--- src/rtl/serfifo_pkg.sv ---
package serfifo_pkg;
  localparam int DATA_W = 8;
  localparam int FIFO_DEPTH = 16;
  localparam logic [3:0] ADDR_MODE = 4'h0;
  localparam logic [3:0] ADDR_STAT = 4'h2;
  localparam logic [3:0] ADDR_DATA = 4'h8;
  localparam logic [3:0] ADDR_MCTL = 4'hC;

  typedef struct packed {
    logic txPush;
    logic txPop;
    logic rxPush;
    logic rxPop;
    logic flush;
    logic swap;
  } ctrlStrobes_t;

  typedef struct packed {
    logic txEmpty;
    logic txHalf;
    logic txFull;
    logic rxEmpty;
    logic rxHalf;
    logic rxFull;
  } fifoFlags_t;
endpackage

--- src/rtl/serfifo_fifo.sv ---
module serfifo_fifo #(
  parameter int WIDTH = 8,
  parameter int DEPTH = 16
) (
  input  logic             clk,
  input  logic             rstN,
  input  logic             push,
  input  logic             pop,
  input  logic             flush,
  input  logic             swap,
  input  logic [WIDTH-1:0] wdata,
  output logic [WIDTH-1:0] head,
  output logic             empty,
  output logic             half,
  output logic             full
);
  localparam int AW = $clog2(DEPTH);
  localparam logic [AW-1:0] SWAP_MASK = AW'(DEPTH / 2);
  localparam logic [AW:0] HALF_LVL = (AW+1)'(DEPTH / 2);
  localparam logic [AW:0] FULL_LVL = (AW+1)'(DEPTH);

  logic [WIDTH-1:0] mem [DEPTH];
  logic [AW-1:0] wrPtr, rdPtr;
  logic [AW:0] count;
  logic [AW-1:0] wrAddr, rdAddr;

  assign wrAddr = swap ? (wrPtr ^ SWAP_MASK) : wrPtr;
  assign rdAddr = swap ? (rdPtr ^ SWAP_MASK) : rdPtr;
  assign head  = mem[rdAddr];
  assign empty = (count == '0);
  assign full  = (count == FULL_LVL);
  assign half  = (count >= HALF_LVL);

  always_ff @(posedge clk) begin
    if (push && !flush) mem[wrAddr] <= wdata;
  end

  always_ff @(posedge clk or negedge rstN) begin
    if (!rstN) begin
      wrPtr <= '0;
      rdPtr <= '0;
      count <= '0;
    end else if (flush) begin
      wrPtr <= '0;
      rdPtr <= '0;
      count <= '0;
    end else begin
      if (push) wrPtr <= wrPtr + 1'b1;
      if (pop)  rdPtr <= rdPtr + 1'b1;
      case ({push, pop})
        2'b10:   count <= count + 1'b1;
        2'b01:   count <= count - 1'b1;
        default: count <= count;
      endcase
    end
  end

  p_no_overflow_r7: assert property (@(posedge clk) disable iff (!rstN)
    push |-> !full);
  p_no_underflow_r5: assert property (@(posedge clk) disable iff (!rstN)
    pop |-> !empty);
  p_flush_empties_r9: assert property (@(posedge clk) disable iff (!rstN)
    flush |=> empty);
  p_push_pop_hold_r11: assert property (@(posedge clk) disable iff (!rstN)
    (push && pop && !flush) |=> $stable(count));
endmodule

--- src/rtl/serfifo_dp.sv ---
module serfifo_dp
  import serfifo_pkg::*;
#(
  parameter int WIDTH = DATA_W,
  parameter int DEPTH = FIFO_DEPTH
) (
  input  logic             clk,
  input  logic             rstN,
  input  ctrlStrobes_t     strb,
  input  logic [WIDTH-1:0] hostWdata,
  input  logic [WIDTH-1:0] rxData,
  output logic [WIDTH-1:0] txHead,
  output logic [WIDTH-1:0] rxHead,
  output fifoFlags_t       flags
);
  serfifo_fifo #(.WIDTH(WIDTH), .DEPTH(DEPTH)) uTxFifo (
    .clk(clk), .rstN(rstN),
    .push(strb.txPush), .pop(strb.txPop), .flush(strb.flush), .swap(strb.swap),
    .wdata(hostWdata), .head(txHead),
    .empty(flags.txEmpty), .half(flags.txHalf), .full(flags.txFull)
  );

  serfifo_fifo #(.WIDTH(WIDTH), .DEPTH(DEPTH)) uRxFifo (
    .clk(clk), .rstN(rstN),
    .push(strb.rxPush), .pop(strb.rxPop), .flush(strb.flush), .swap(strb.swap),
    .wdata(rxData), .head(rxHead),
    .empty(flags.rxEmpty), .half(flags.rxHalf), .full(flags.rxFull)
  );
endmodule

--- src/rtl/serfifo_ctrl.sv ---
module serfifo_ctrl
  import serfifo_pkg::*;
#(
  parameter int WIDTH = DATA_W
) (
  input  logic             clk,
  input  logic             rstN,
  input  logic [3:0]       hostAddr,
  input  logic             hostWr,
  input  logic             hostRd,
  input  logic [WIDTH-1:0] hostWdata,
  output logic [WIDTH-1:0] hostRdata,
  input  logic             rxValid,
  input  logic             txReady,
  output logic             txValid,
  output logic             rxTake,
  input  fifoFlags_t       flags,
  input  logic [WIDTH-1:0] rxHead,
  output ctrlStrobes_t     strb
);
  logic fifoEn, swapEn, rxBlock, txBlock;
  logic dataSel;
  logic [WIDTH-1:0] statusByte, modeByte, mctlByte;

  always_ff @(posedge clk or negedge rstN) begin
    if (!rstN) begin
      fifoEn  <= 1'b0;
      swapEn  <= 1'b0;
      rxBlock <= 1'b0;
      txBlock <= 1'b0;
    end else if (hostWr) begin
      if (hostAddr == ADDR_MODE) begin
        fifoEn <= hostWdata[2];
        swapEn <= hostWdata[0];
      end
      if (hostAddr == ADDR_MCTL) begin
        rxBlock <= hostWdata[3];
        txBlock <= hostWdata[2];
      end
    end
  end

  assign dataSel = fifoEn && (hostAddr == ADDR_DATA);
  assign txValid = fifoEn && !txBlock && !flags.txEmpty;
  assign rxTake  = fifoEn && !rxBlock && !flags.rxFull && rxValid;

  always_comb begin
    strb.txPush = hostWr && dataSel && !flags.txFull;
    strb.txPop  = txValid && txReady;
    strb.rxPush = rxTake;
    strb.rxPop  = hostRd && dataSel && !flags.rxEmpty;
    strb.flush  = hostWr && (hostAddr == ADDR_STAT);
    strb.swap   = swapEn;
  end

  always_comb begin
    statusByte = '0;
    statusByte[5] = !flags.rxFull;
    statusByte[4] = flags.rxHalf;
    statusByte[3] = flags.rxEmpty;
    statusByte[2] = flags.txFull;
    statusByte[1] = flags.txHalf;
    statusByte[0] = flags.txEmpty;
    modeByte = '0;
    modeByte[2] = fifoEn;
    modeByte[0] = swapEn;
    mctlByte = '0;
    mctlByte[3] = rxBlock;
    mctlByte[2] = txBlock;
  end

  always_comb begin
    hostRdata = '0;
    if (hostRd) begin
      unique case (hostAddr)
        ADDR_MODE: hostRdata = modeByte;
        ADDR_STAT: hostRdata = statusByte;
        ADDR_MCTL: hostRdata = mctlByte;
        ADDR_DATA: hostRdata = (dataSel && !flags.rxEmpty) ? rxHead : '0;
        default:   hostRdata = '0;
      endcase
    end
  end

  p_tx_gate_r8: assert property (@(posedge clk) disable iff (!rstN)
    txBlock |-> !strb.txPop);
  p_rx_gate_r8: assert property (@(posedge clk) disable iff (!rstN)
    rxBlock |-> !strb.rxPush);
  p_disabled_idle_r3: assert property (@(posedge clk) disable iff (!rstN)
    !fifoEn |-> !(strb.txPush || strb.txPop || strb.rxPush || strb.rxPop));
  p_one_host_op: assert property (@(posedge clk) disable iff (!rstN)
    !(hostWr && hostRd));
endmodule

--- src/rtl/serfifo_top.sv ---
module serfifo_top
  import serfifo_pkg::*;
(
  input  logic        clk,
  input  logic        rstN,
  input  logic [3:0]  hostAddr,
  input  logic        hostWr,
  input  logic        hostRd,
  input  logic [7:0]  hostWdata,
  output logic [7:0]  hostRdata,
  output logic [7:0]  txData,
  output logic        txValid,
  input  logic        txReady,
  input  logic [7:0]  rxData,
  input  logic        rxValid,
  output logic        rxTake
);
  ctrlStrobes_t strb;
  fifoFlags_t flags;
  logic [DATA_W-1:0] rxHead;

  serfifo_ctrl #(.WIDTH(DATA_W)) uCtrl (
    .clk(clk), .rstN(rstN),
    .hostAddr(hostAddr), .hostWr(hostWr), .hostRd(hostRd),
    .hostWdata(hostWdata), .hostRdata(hostRdata),
    .rxValid(rxValid), .txReady(txReady),
    .txValid(txValid), .rxTake(rxTake),
    .flags(flags), .rxHead(rxHead), .strb(strb)
  );

  serfifo_dp #(.WIDTH(DATA_W), .DEPTH(FIFO_DEPTH)) uDp (
    .clk(clk), .rstN(rstN), .strb(strb),
    .hostWdata(hostWdata), .rxData(rxData),
    .txHead(txData), .rxHead(rxHead), .flags(flags)
  );
endmodule

--- config.mk ---
export PLATFORM = sky130hd
export DESIGN_NAME = serfifo_top
export DESIGN_NICKNAME = d
export VERILOG_FILES = /design/src/rtl/serfifo_pkg.sv /design/src/rtl/serfifo_fifo.sv /design/src/rtl/serfifo_dp.sv /design/src/rtl/serfifo_ctrl.sv /design/src/rtl/serfifo_top.sv
export SDC_FILE = /design/constraint.sdc
export NUM_CORES = 1
export LEC_CHECK = 0
export BUFFER_PORTS_ARGS = -buffer_cell sky130_fd_sc_hd__buf_2
export CAP_MARGIN = 40
export CORE_AREA = 2 2 233 235
export DETAILED_ROUTE_END_ITERATION = 12
export DIE_AREA = 0 0 235 237
export MAX_ROUTING_LAYER = met4
export PLACE_DENSITY = 0.36
export SYNTH_ARGS = -nofsm -noshare
export SYNTH_HDL_FRONTEND = slang
export SYNTH_SLANG_ARGS = --single-unit
--- constraint.sdc ---
create_clock -name clk -period 3.1 [get_ports clk]
set_input_delay 0.31 -clock clk [delete_from_list [all_inputs] [get_ports clk]]
set_output_delay 0.31 -clock clk [all_outputs]
set_load 0.05 [all_outputs]
==> out/qor.yml, run 1 <==
status: "complete, no violations"
vdd.ir_drop.worst_uv: 337
via_count: 6333
crit_slowest_cell: "mux4_2"
met1Wirelength_mm: 12.1
die_w_um: 235
drive_gt1_share_pct: 30.5
final_hold_viol_count: 0
reg2reg_to: "uDp.uRxFifo.count[4]$_DFFE_PN0P_"
holdWs_ns: 0.166
via_per_inst: 4.31
fin_ws_ns: 0.123
critical_path.startpoint_type: "flip-flop"
cp_max_fo: 32
fin_cells: 1470
grt_use_total_pct: 11.0
crit_required_ns: 2.79
numCtsBuffers: 36
hold_class: "primary input to flip-flop"
finalCriticalPeriod_ns: 2.98
maxSlewViolCount: 0
drt_iter0_drc: 350
drtAntennaViolNets: 0
wl_mm: 29.3
yosysSeqAreaShare_pct: 69.6
finalPower_mw: 11.4
crit_chain: "buf_12, mux4_2, mux4_1, buf_2"
io_pins: 44
powerDensity_nw_per_um2: 782
worst_hold_path.endpoint: "uDp.uRxFifo.mem[5][1]$_DFFE_PP_"
drt_pre_antenna_iters: 7
tns_ns: 0
synthFlopType: "edfxtp_1"
regToRegStartpoint: "uDp.uRxFifo.count[1]$_DFFE_PN0P_"
clockRootBuffer: "clkbuf_16"
slew_headroom_pct: 48.4
fp.coreArea_sq_um: 53300
io_buffers: 43
worstSetupPathType: "flip-flop to primary output"
grt_max_degree: 36
worst_pin_slew_ns: 0.773
crit_path_end_kind: "primary output"
ys_seq_elements: 286
die-area_sq_um: 55700
reg2regPathDepth: 9
antenna_found_initial: 0
dp_hpwl_mm: 19.4
clk_latency_ns: 0.53
p_int_mw: 8.09
grt_pass1_wl_mm: 44.3
max-clock-path-buffers: 3
combPwrFrac_pct: 23.1
dr.max_layer_used: "met4"
cp_slowest_stage_delay_ns: 0.58
setup_viol: 0
critPathArrivalTime_ns: 2.67
place_ws_ns: 0.287
hold_start: "rxData[1]"
post-route-period-util_pct: 96.0
timing.fmax_mhz: 336
synth_edf_count: 256
htreeDepth: 2
power_leakage_nw: 4.84
synth_cells: 655
met3WireLength_mm: 1.14
synth_nets: 695
power_frac_clock_pct: 35.9
clkTransAtPathRegs_ns: 0.05
dp_cells: 1405
wl_met2_mm: 15.4
drc_errors: 0
synthArstFlopShare_pct: 10.5
first_global_vias: 6875
crit_path_start: "uDp.uTxFifo.rdPtr[0]$_DFFE_PN0P_"
diodes: 0
skew_ns: 0.0219
p_sw_mw: 3.33
die_y_um: 237
nets: 789
yosys_warnings: 0
post_drt_wl_per_cell_um: 19.9
p_seq_share_pct: 41.0
cts_sinks: 286
place_congestion: 0.750
area_growth_pct: 20.7
regToRegSetupSlack_ns: 0.27
synth_cell_types: 64
synth_area_sq_um: 12100
start_util_pct: 22.7
rows: 85
p_sw_share_pct: 29.2
max_cap_violations: 0
syn_area_per_cell_sq_um: 18.5
whs_path_depth: 1
cts_tree: "built"
rsz0062_at_grt: "false"
grt_overflow_total: 0
## logic make-up (layout without fill, tap and decap cells)
| logic type | count (synthesis) | after routing | synth area share [%] |
|---|---|---|---|
| DFF | 286 | 286 | 69.6 |
| and+or+nand+nor | 149 | 149 | 6.88 |
| muxes | 93 | 93 | 15.5 |
| AOI/OAI and AO/OA | 53 | 53 | 3.37 |
| buffers and inverters | 39 | 158 | 1.63 |
| xor gates and xnor gates | 21 | 21 | 1.52 |
| adders and majority gates | 14 | 14 | 1.45 |
## cell usage after synthesis (12+ instances only)
master    number  area share (%)
xor2_1        15             1.1
dfrtp_1       30             6.2
nor3_1        13            0.54
ha_1          14             1.4
buf_2         12            0.50
edfxtp_1     256              63
a21oi_1       13            0.54
and2_1        19            0.98
nand2_1       30            0.93
nor2_1        41             1.3
mux2i_1       15             1.2
mux4_2        69              13
## state kept, by name (all words and copies together), names as in the netlist
register	flops
uDp.uRxFifo.rdPtr	4
uCtrl.fifoEn	1
uDp.uRxFifo.wrPtr	4
uDp.uRxFifo.mem	128
uDp.uRxFifo.count	5
uDp.uTxFifo.count	5
uCtrl.swapEn	1
uCtrl.rxBlock	1
uDp.uTxFifo.wrPtr	4
uCtrl.txBlock	1
uDp.uTxFifo.rdPtr	4
uDp.uTxFifo.mem	128
## power groups by stage
stage / clock network [mW] / logic (mW) / registers, mW
after global placement: 0 / 2.62 / 4.75
after floorplan: 0 / 2.04 / 4.58
after CTS: 4.25 / 2.71 / 4.68
after detailed placement: 0 / 2.66 / 4.77
after global routing: 4.38 / 2.87 / 4.71
final: 4.10 / 2.64 / 4.68
## how the worst max path moves through the flow
| stage | endpoint | slack [ns] | cells after the start |
|---|---|---|---|
| 2_1_floorplan | hostRdata[0] | 0.32 | 5 |
| 3_3_place_gp | uDp.uRxFifo.count[4]$_DFFE_PN0P_ | 0.32 | 9 |
| 3_5_place_dp | uDp.uRxFifo.count[4]$_DFFE_PN0P_ | 0.29 | 9 |
| 4_1_cts | txData[2] | 0.02 | 4 |
| 5_1_grt | txData[2] | 0.0001 | 4 |
| 6_report | txData[2] | 0.12 | 4 |
## worst max-delay path, delay by kind of cell (launching register included)
kind	cells	cell delay [ns]
multiplexers	2	1.16
buffers and inverters	2	0.53
flip-flops	1	0.41
## per-layer routing
layer  vias up  GRT usage (%)
met1      3313           12.6
met5         -              -
li1       2837              -
met2       135           19.3
met4         0           3.32
met3        48           2.06
## final cells by class
class	instances	area [sq um]
fill	5267	38700
sequential	286	8440
multi-input combinational	330	3500
clock buffer	43	927
tap	696	871
timing repair buffer	87	613
clock inverter	20	230
inverter	8	30.0
## stage by stage
step | cell area, sq um | util, %
after detailed placement | 13400 | 25.2
after CTS | 14600 | 27.4
after global placement | 13400 | 25.2
after floorplan | 12100 | -
after global routing | 14600 | 27.4
final | 14600 | 27.4
## placed cells by master, fill, tap and decap left out, drive strengths merged, types with 3 or more instances in the layout
cell    count
o21bai      3
or4         4
clkbuf     44
mux4       74
nor3       13
mux2        4
and2       19
edfxtp    256
clkinv     14
ha         14
dfrtp      30
and3b       3
xor2       15
buf        85
o22ai       3
mux2i      15
nand2      31
o31ai       3
nor2       41
o21ai       6
bufinv      5
o211ai      3
a211oi      4
nand3b      5
nand3       6
nor3b       8
nand4       6
a21oi      14
xnor2       6
inv         9
nor4        4
## what timing repair did
action	4_1_cts	5_1_grt
endpoints found under the setup margin	5	1
endpoints found under the hold margin	30	0
gates cloned	0	0
buffers inserted	1	0
hold buffers	1	0
resized for setup	5	1
(Power assumes the default switching activity.)
==> inputs of run 2 (changes only) <==
BUFFER_PORTS_ARGS = -buffer_cell sky130_fd_sc_hd__buf_4   (was -buffer_cell sky130_fd_sc_hd__buf_2)
CORE_AREA = 2 2 213 257   (was 2 2 233 235)
DIE_AREA = 0 0 215 259   (was 0 0 235 237)
GPL_TIMING_DRIVEN = 0   (was default)
==> run 2 against run 1 <==
Compared with the run above:
- critical path depth is 5 higher
- final area up 0.59%
- fmax hardly changed
- sequential power is 2% lower
- count of clock-buffer cells in the layout increased by 5
- clock power shrank 8.3%
- non-clock buffer count grew 7
- setup slack about the same
- largest cell class unchanged
- register-to-register slack got worse by 0.15 ns
- first-iteration DRC count grew 2.0%
- critical path type is now flip-flop to flip-flop
==> out/qor.yml, run 2 (synthesis gave the netlist of run 1 again) <==
status: "complete, no violations"
reg2reg_to: "uDp.uRxFifo.count[4]$_DFFE_PN0P_"
largest_registers: "uDp.uRxFifo.mem x128, uDp.uTxFifo.mem x128"
skew_ns: 0.0212  # -0.000631 ns
post_drt_wl_per_cell_um: 19.7  # -1.2%
regToRegStartpoint: "uDp.uRxFifo.count[0]$_DFFE_PN0P_"
cp_slowest_stage_delay_ns: 0.63  # +0.05 ns
fin_cells: 1493  # +1.6%
worst_pin_slew_ns: 0.867  # +0.0940 ns
grt_use_total_pct: 11.0  # +0.072 points
p_sw_mw: 3.41  # +2.2%
io_pins: 44  # unchanged
max-clock-path-buffers: 3  # unchanged
power_frac_clock_pct: 33.4  # -2.5 points
via_per_inst: 4.15  # -3.6%
fin_ws_ns: 0.123  # -0.0000950 ns
die_w_um: 215  # -8.5%
finalCriticalPeriod_ns: 2.98  # +0.0000950 ns
rows: 93  # +9.4%
drive_gt1_share_pct: 30.9  # +0.37 points
cp_max_fo: 8  # -75%
place_congestion: 0.700  # -6.6%
crit_required_ns: 3.50  # +0.71 ns
die_y_um: 259  # +9.3%
crit_chain: "or4_4, o211ai_4, nor2_1, xor2_1, ha_1, o31a_1, or4_1, a21oi_1, nor3b_2"
worstSetupPathType: "flip-flop to flip-flop"
nets: 796  # +0.89%
post-route-period-util_pct: 96.0  # about the same
rsz0062_at_grt: "false"
fp.coreArea_sq_um: 53300  # about the same
maxSlewViolCount: 0  # unchanged
hold_start: "rxData[3]"
vdd.ir_drop.worst_uv: 346  # +2.6%
fin_util_pct: 27.6  # +0.16 points
crit_family: "simple AND/OR/NAND/NOR gates"
grt_overflow_total: 0  # unchanged
p_seq_share_pct: 40.6  # -0.4 points
numCtsBuffers: 36  # unchanged
final_common_cell: "edfxtp_1"
power_leakage_nw: 4.83  # -0.18%
holdWs_ns: 0.0721  # -0.0938 ns
p_sw_share_pct: 30.2  # +1.1 points
powerDensity_nw_per_um2: 766  # -2.0%
drt_iter0_drc: 357  # +2.0%
combPwrFrac_pct: 26.1  # +3.0 points
wl_mm: 29.4  # +0.34%
first_global_vias: 6643  # -3.4%
whs_path_depth: 1  # unchanged
cts_sinks: 286  # unchanged
clkTransAtPathRegs_ns: 0.06  # about the same
p_int_mw: 7.86  # -2.9%
grt_max_degree: 31  # -14%
critical_path.startpoint_type: "flip-flop"
clockRootBuffer: "clkbuf_16"
drt_pre_antenna_iters: 4  # -3
htreeDepth: 2  # unchanged
critical_path_buf_inv_count: 0  # -2
place_ws_ns: -0.130  # -0.417 ns
drtAntennaViolNets: 0  # unchanged
dp_cells: 1419  # +1.0%
final_cell_mix: "edfxtp_1 (256), mux4_2 (69), buf_4 (63)"
setup_viol: 0  # unchanged
clk_latency_ns: 0.54  # about the same
via_count: 6198  # -2.1%
crit_slowest_cell: "or4_4"
drc_errors: 0  # unchanged
hold_class: "primary input to flip-flop"
tns_ns: 0  # unchanged
max_cap_violations: 0  # unchanged
crit_path_end_kind: "flip-flop"
start_util_pct: 22.7  # about the same
area_growth_pct: 21.4
reg2regPathDepth: 9  # unchanged
diodes: 0  # unchanged
cts_tree: "built"
dp_hpwl_mm: 20.1  # +3.7%
regToRegSetupSlack_ns: 0.12  # -0.15 ns
finalPower_mw: 11.3  # -1.4%
timing.fmax_mhz: 336  # about the same
worst_hold_path.endpoint: "uDp.uRxFifo.mem[12][3]$_DFFE_PP_"
final_hold_viol_count: 0  # unchanged
slew_headroom_pct: 41.9  # -6.6 points
placed_cell_area_sq_um: 13400  # about the same
io_buffers: 41  # -4.7%
critPathArrivalTime_ns: 3.38  # +0.71 ns
antenna_found_initial: 0  # unchanged
grt_pass1_wl_mm: 44.1  # -0.53%
die-area_sq_um: 55700  # about the same
fin_area_sq_um: 14700  # +0.59%
==> run 2: changes by cell type in the layout (fill, tap and decap cells not counted), sizes merged <==
cell	delta
clkinv	-1
buf	-4
bufinv	-5
clkbuf	+16
clkinvlp	+1
==> run 2: timing repair <==
action,4_1_cts,5_1_grt
pin swaps,2,1
endpoints found under the setup margin,15,6
setup buffers,1,11
hold endpoints to repair,30,0
resized for setup,36,4
hold buffers,1,0
==> run 2: power groups by stage <==
stage / clock [mW] / sequential (mW) / combinational [mW]
floorplan: 0 / 4.58 / 2.04
global placement: 0 / 4.64 / 2.84
detailed placement: 0 / 4.64 / 2.85
CTS: 3.93 / 4.58 / 2.93
global route: 4.07 / 4.60 / 3.20
finish: 3.76 / 4.57 / 2.94
==> run 2: how the worst max path moves through the flow <==
stage | to | from | depth (start not counted)
after floorplan | hostRdata[0] | uDp.uTxFifo.count[1]$_DFFE_PN0P_ | 5
after global placement | uDp.uTxFifo.mem[8][6]$_DFFE_PP_ | hostAddr[1] | 6
after detailed placement | hostRdata[0] | uDp.uRxFifo.rdPtr[1]$_DFFE_PN0P_ | 8
after CTS | hostRdata[0] | uDp.uRxFifo.rdPtr[0]$_DFFE_PN0P_ | 7
after global routing | uDp.uRxFifo.count[4]$_DFFE_PN0P_ | uDp.uRxFifo.count[0]$_DFFE_PN0P_ | 9
final | uDp.uRxFifo.count[4]$_DFFE_PN0P_ | uDp.uRxFifo.count[0]$_DFFE_PN0P_ | 9
==> run 2: per-layer routing <==
| layer | wire [um] | up-vias | GRT usage, % |
|---|---|---|---|
| met4 | 897 | 0 | 3.95 |
| met1 | 11900 | 3217 | 12.4 |
| met5 | 0 | - | - |
| met3 | 1030 | 45 | 2.31 |
| met2 | 15500 | 95 | 19.5 |
| li1 | - | 2841 | - |
==> run 2: final cells by class <==
| class | count | area [sq um] |
|---|---|---|
| multi-input cells | 330 | 3560 |
| plain buffers | 29 | 241 |
| clock buffers | 48 | 946 |
| repair buffers | 65 | 508 |
| inverters | 8 | 30.0 |
| fillers | 5429 | 38600 |
| clock inverters | 15 | 87.6 |
| flip-flops and latches | 286 | 8440 |
| well taps | 712 | 891 |
